<file path="config.mk">
export PLATFORM = sky130hd
export DESIGN_NAME = zbt_flow_sram
export DESIGN_NICKNAME = d
export VERILOG_FILES = /design/src/rtl/sram_pkg.sv /design/src/rtl/zbt_ctrl_fsm.sv /design/src/rtl/zbt_burst_addr.sv /design/src/rtl/zbt_lane_array.sv /design/src/rtl/zbt_flow_sram.sv
export SDC_FILE = /design/constraint.sdc
export NUM_CORES = 2
export LEC_CHECK = 0
export BUFFER_PORTS_ARGS = -buffer_cell sky130_fd_sc_hd__buf_2
export CAP_MARGIN = 20
export CORE_ASPECT_RATIO = 1.5
export CORE_UTILIZATION = 60
export CTS_CLUSTER_SIZE = 25
export DETAILED_ROUTE_END_ITERATION = 10
export PLACE_DENSITY_LB_ADDON = 0.08
export RECOVER_POWER = 100
export SLEW_MARGIN = 20
export SYNTH_ARGS = -nofsm -noshare
export SYNTH_HDL_FRONTEND = slang
export SYNTH_SLANG_ARGS = --single-unit
</file>
<file path="constraint.sdc">
create_clock -name clk -period 5.54 [get_ports clk]
set_input_delay 1.108 -clock clk [delete_from_list [all_inputs] [get_ports clk]]
set_output_delay 1.108 -clock clk [all_outputs]
set_load 0.01 [all_outputs]
</file>
<file path="src/rtl/sram_pkg.sv">
`timescale 1ns/1ps
package sram_pkg;

    typedef enum logic [1:0] {
        ST_IDLE  = 2'd0,
        ST_READ  = 2'd1,
        ST_WRITE = 2'd2,
        ST_SLEEP = 2'd3
    } sram_state_e;

    localparam int BEAT_W = 2;

endpackage

</file>
<file path="src/rtl/zbt_ctrl_fsm.sv">
`timescale 1ns/1ps
module zbt_ctrl_fsm
    import sram_pkg::*;
#(
    parameter int ADDR_W = 6,
    parameter int LANES  = 4
) (
    input  logic                 clk,
    input  logic                 rst_n,
    input  logic                 clk_en,
    input  logic                 sleep,
    input  logic                 sel,
    input  logic                 adv,
    input  logic                 wr,
    input  logic [ADDR_W-1:0]    addr,
    input  logic [LANES-1:0]     byte_we,
    output sram_state_e          state,
    output logic [ADDR_W-1:0]    base_addr,
    output logic [BEAT_W-1:0]    beat,
    output logic [LANES-1:0]     lane_we,
    output logic                 commit
);

    sram_state_e             nxt_state;
    logic [ADDR_W-1:0]       nxt_base;
    logic [BEAT_W-1:0]       nxt_beat;
    logic [LANES-1:0]        nxt_lane_we;

    // next-state and command capture
    always_comb begin
        nxt_state   = state;
        nxt_base    = base_addr;
        nxt_beat    = beat;
        nxt_lane_we = lane_we;
        if (sleep) begin
            nxt_state = ST_SLEEP;                       // ENTER_SLEEP
        end else if (clk_en) begin
            unique case (state)
                ST_SLEEP: nxt_state = ST_IDLE;          // WAKE
                ST_IDLE, ST_READ, ST_WRITE: begin
                    if (!adv) begin
                        if (sel) begin                  // LOAD_RD / LOAD_WR
                            nxt_state   = wr ? ST_WRITE : ST_READ;
                            nxt_base    = addr;
                            nxt_beat    = '0;
                            nxt_lane_we = byte_we;
                        end else begin
                            nxt_state   = ST_IDLE;      // DESELECT
                        end
                    end else if (state != ST_IDLE) begin
                        nxt_beat = beat + 2'd1;         // CONTINUE
                    end
                end
                default: nxt_state = ST_IDLE;
            endcase
        end
    end

    // state register
    always_ff @(posedge clk or negedge rst_n) begin
        if (!rst_n) begin
            state     <= ST_IDLE;
            base_addr <= '0;
            beat      <= '0;
            lane_we   <= '0;
        end else begin
            state     <= nxt_state;
            base_addr <= nxt_base;
            beat      <= nxt_beat;
            lane_we   <= nxt_lane_we;
        end
    end

    // a write data phase completes on the next enabled edge
    always_comb begin
        commit = clk_en && (state == ST_WRITE);
    end

endmodule

</file>
<file path="src/rtl/zbt_burst_addr.sv">
`timescale 1ns/1ps
module zbt_burst_addr
    import sram_pkg::*;
#(
    parameter int ADDR_W = 6
) (
    input  logic [ADDR_W-1:0] base_addr,
    input  logic [BEAT_W-1:0] beat,
    input  logic              seq_ilv,
    output logic [ADDR_W-1:0] beat_addr
);

    logic [BEAT_W-1:0] low;

    always_comb begin
        if (seq_ilv) low = base_addr[BEAT_W-1:0] ^ beat;
        else         low = base_addr[BEAT_W-1:0] + beat;
        beat_addr = {base_addr[ADDR_W-1:BEAT_W], low};
    end

endmodule

</file>
<file path="src/rtl/zbt_lane_array.sv">
`timescale 1ns/1ps
module zbt_lane_array #(
    parameter int ADDR_W = 6,
    parameter int LANES  = 4,
    parameter int LANE_W = 8,
    localparam int DEPTH = 1 << ADDR_W
) (
    input  logic                      clk,
    input  logic                      commit,
    input  logic [LANES-1:0]          lane_we,
    input  logic [ADDR_W-1:0]         word_addr,
    input  logic [LANES*LANE_W-1:0]   wdata,
    output logic [LANES*LANE_W-1:0]   rdata
);

    for (genvar g = 0; g < LANES; g++) begin : g_lane
        logic [LANE_W-1:0] cells [DEPTH];

        always_ff @(posedge clk) begin
            if (commit && lane_we[g]) begin
                cells[word_addr] <= wdata[g*LANE_W +: LANE_W];
            end
        end

        assign rdata[g*LANE_W +: LANE_W] = cells[word_addr];
    end

endmodule

</file>
<file path="src/rtl/zbt_flow_sram.sv">
`timescale 1ns/1ps
module zbt_flow_sram
    import sram_pkg::*;
#(
    parameter int ADDR_W = 6,
    parameter int LANES  = 4,
    parameter int LANE_W = 8
) (
    input  logic                      clk,
    input  logic                      rst_n,
    input  logic                      clk_en,
    input  logic                      cs0_n,
    input  logic                      cs1,
    input  logic                      cs2_n,
    input  logic                      wr_en,
    input  logic                      burst_cont,
    input  logic [LANES-1:0]          byte_we,
    input  logic [ADDR_W-1:0]         addr,
    input  logic                      seq_ilv,
    input  logic                      out_en,
    input  logic                      sleep,
    input  logic [LANES*LANE_W-1:0]   wdata,
    output logic [LANES*LANE_W-1:0]   dq_out,
    output logic                      dq_drive
);

    sram_state_e              fsm_state;
    logic [ADDR_W-1:0]        base_addr;
    logic [ADDR_W-1:0]        cur_addr;
    logic [BEAT_W-1:0]        beat;
    logic [LANES-1:0]         lane_we;
    logic                     commit;
    logic                     sel_all;
    logic [LANES*LANE_W-1:0]  array_word;

    assign sel_all = !cs0_n && cs1 && !cs2_n;

    zbt_ctrl_fsm #(.ADDR_W(ADDR_W), .LANES(LANES)) u_fsm (
        .clk       (clk),
        .rst_n     (rst_n),
        .clk_en    (clk_en),
        .sleep     (sleep),
        .sel       (sel_all),
        .adv       (burst_cont),
        .wr        (wr_en),
        .addr      (addr),
        .byte_we   (byte_we),
        .state     (fsm_state),
        .base_addr (base_addr),
        .beat      (beat),
        .lane_we   (lane_we),
        .commit    (commit)
    );

    zbt_burst_addr #(.ADDR_W(ADDR_W)) u_addr (
        .base_addr (base_addr),
        .beat      (beat),
        .seq_ilv   (seq_ilv),
        .beat_addr (cur_addr)
    );

    zbt_lane_array #(.ADDR_W(ADDR_W), .LANES(LANES), .LANE_W(LANE_W)) u_array (
        .clk       (clk),
        .commit    (commit),
        .lane_we   (lane_we),
        .word_addr (cur_addr),
        .wdata     (wdata),
        .rdata     (array_word)
    );

    // output process: unclocked gating by output enable and sleep
    always_comb begin
        dq_drive = out_en && !sleep && (fsm_state == ST_READ);
        dq_out   = dq_drive ? array_word : '0;
    end

endmodule

</file>
==> results.yml <==
run_status:
  status: "finished, violations left"
  violations: "DRC, capacitance limit, slew limit"
logic_synthesis:
  synth_largest_area_cell: "edfxtp_1"
  synth_common_cells: "2048 x edfxtp_1, 718 x nand2_1, 277 x nor2_1, 227 x mux2i_1, 204 x a21oi_1"
  synthesis.area_um2: 80920
  synthArstFlopShare_pct: 0.6790
  synth_area_per_cell_um2: 15.55
  synth_seq_cells: 2062
  syn_nets: 5257
  synth_top_area_share_pct: 76.00
  syn_inst: 5203
  synth-edff-count: 2048
  seq_area_frac_synth_pct: 76.43
  synth_top_flop_cell: "edfxtp_1"
  synth_area_leaders: "edfxtp_1 76%, nand2_1 3.3%, mux2i_1 2.8%, mux4_2 2.2%, mux2_2 1.8%"
  yosysUniqueCellTypes: 49
  synth.most_common_cell: "edfxtp_1"
  yosysWarnings: 0
drt:
  drt_iter0_markers: 4965
  drt_first_pass_iters: 11
  drc: 4
  wl_per_cell_um: 30.06
  vias: 47840
  postRouteAntennaNets: 0
  viasPerCell: 6.505
  routed_wl_um: 221100
timing:
  slew_viol_final: 2108
  tightest_slew_ns: 3.533
  hold_viol_final: 0
  max_freq_ghz: 0.1820
  setup_viol: 0
  relSlewSlack_pct: -135.5
  period_share_pct: 99.15
  setup_tns_ns: 0
  rsz0062_at_grt: "true"
  fin_skew_ns: 0.02579
  post-route-min-period_ns: 5.493
power_and_ir_drop:
  p_int_mw: 27.17
  p_comb_share_pct: 22.8
  power.leakage_nw: 29.62
  peakVddDrop_mv: 0.3771
  p_switching_mw: 11.17
  power_density_nw_per_um2: 419.8
  p_clk_share_pct: 32.2
  seqPwrFrac_pct: 45.0
  switching_share_pct: 29.14
cts:
  cts_buffers: 182
  cts_hold_buffers: 0
  htree_num_levels: 4
  path_clk_slew_ns: 0.06
  clock_latency_ns: 0.84
  root_buffer: "clkbuf_16"
  cts_num_sinks: 2062
  cts_tree: "done"
  cts_buffer_depth: 3
global_route:
  grt_pass1_vias: 46910
  grt_max_degree: 76
  grt_overflow: 0
  grt_pass1_wl_um: 316600
  antenna_found_initial: 8
  grt_usage_pct: 32.45
setup_path:
  crit_type: "reg2out"
  max_stage_delay_ns: 0.58
  worstPathMaxFanout: 26
  worstPathRequired_ns: 4.43
  cpLargestDelayFamily: "simple AND/OR/NAND/NOR gates"
  critical_path_buf_inv_count: 5
  crit_arrival_ns: 4.39
  endpoint_kind: "primary output"
  crit_slowest_cell: "or4b_1"
  r2r-start: "u_fsm.beat[0]"
  path_cells: "ha_4, nor2b_1, buf_4, xnor2_4, buf_4, bufbuf_16, o21ai_0, a21oi_1, or4b_1, nor4_1, buf_4, buf_2"
  cp-start-kind: "flop"
  cp-startpoint: "u_fsm.beat[0]"
  cp_common_cell: "buf_4"
placed_design:
  place.gp.congestion: 0.8628
  dpl-instance-area_um2: 84790
  portBuffers: 85
  hpwl_um: 131200
floorplan:
  die_h_um: 451.8
  fp.coreArea_um2: 133600
  die_area_um2: 136400
  num_rows: 164
  design.portCount: 86
  die_width_um: 301.8
  initial_core_util_pct: 60.57
cells_and_area:
  fill_cells: 9055
  drive_gt1_share_pct: 16.30
  nNetsFinal: 5509
  fin_area_um2: 91340
  syn_to_final_growth_pct: 12.89
job:
  drv_cap: 34
min_path:
  hold_path.class: "in2async"
[layout make-up]
type | count | area, um^2 | area share, %
sequential | 2062 | 61860 | 67.72
multi-input combinational | 2784 | 17920 | 19.62
clock buffer | 223 | 4792 | 5.246
timing repair buffer | 422 | 3615 | 3.957
tap | 1743 | 2181 | 2.388
clock inverter | 112 | 947.2 | 1.037
inverter | 3 | 16.27 | 0.01781
antenna | 5 | 12.51 | 0.01370
[routing by layer]
metal / track usage [%] / wire length, um
met2: 54.87 / 112700
met5: 0 / 11
met3: 4.997 / 16190
met1: 41.11 / 80240
met4: 15.65 / 11910
[registers in the layout (all words and copies together) (netlist names)]
register              cells
u_array.g_lane.cells   2048
u_fsm.base_addr           6
u_fsm.beat                2
u_fsm.lane_we             4
u_fsm.state               2
[logic make-up (layout without fill, tap and decap cells)]
logic type      Yosys count  count (layout)  synth area share [%]
fa+ha+maj                 1               1               0.01546
simple gates           1485            1485                 8.076
compound gates          861             861                 6.715
buf+inv                 357             760                 1.913
other cells               0               5                     0
mux                     433             433                 6.774
flops                  2062            2062                 76.43
xor+xnor                  4               4               0.07113
[timing repair]
action	in CTS	in global routing
buffers inserted	13	2
endpoints found under the setup margin	30	25
cloned	9	4
pin swaps	6	2
gates resized for setup	43	23
[path summary, 6_finish.rpt]
check | to | slack [ns] | depth (start not counted)
max in group asynchronous | u_fsm.base_addr[2] | 4.64 | 1
setup reg to reg | u_array.g_lane[3].cells[41][6] | 1.33 | 7
hold / removal | u_fsm.base_addr[2] | 0.34 | 1
hold reg to reg | u_fsm.lane_we[2] | 0.50 | 1
setup / recovery | dq_out[30] | 0.05 | 12
min in group clk | u_fsm.state[0] | 0.48 | 2
[power by group through the flow]
stage          Sequential [mW]  Combinational (mW)  Clock [mW]
2_1_floorplan             17.5                4.91           0
3_3_place_gp              17.5                7.90           0
3_5_place_dp              17.5                7.97           0
4_1_cts                   17.2                8.52        12.5
5_1_grt                   17.2                9.14        13.0
6_report                  17.2                8.74        12.4
[per-stage QoR]
stage / hold WS (ns) / util (%) / power (mW) / setup slack, ns / std cells
after floorplan: 0.4704 / - / 22.43 / 1.186 / 5203
after global placement: 0.4798 / 63.47 / 25.43 / -0.2336 / 6986
after detailed placement: 0.4847 / 63.47 / 25.51 / -0.2130 / 6986
after CTS: 0.1443 / 68.28 / 38.20 / 0.003543 / 7343
after global routing: 0.3866 / 68.37 / 39.39 / -0.05142 / 7351
final: 0.3419 / 68.38 / 38.34 / 0.04688 / 7354
[cells in the final DEF, fill, tap and decap left out, types with 10 or more instances in the layout]
cell type,count
nand4_1,29
nor4_2,12
mux4_2,79
nand2_2,10
o21ai_0,174
clkbuf_16,189
edfxtp_1,2048
clkinv_2,36
or4_1,19
clkinv_1,46
buf_4,257
and2_1,33
mux2i_1,227
nor4_1,15
buf_2,80
inv_6,10
o2111ai_1,29
nand3_1,128
a21oi_1,204
a32oi_1,27
a2111oi_0,27
nor2b_1,66
nor3_1,118
nand2_1,706
buf_12,17
a211oi_1,59
bufinv_16,15
buf_16,12
a31oi_1,116
clkbuf_1,71
o22ai_1,127
mux2_2,127
dfrtp_1,11
nor2_1,270
o221ai_1,85
and3_1,37
No activity file was read; power rests on OpenSTA's default activity.
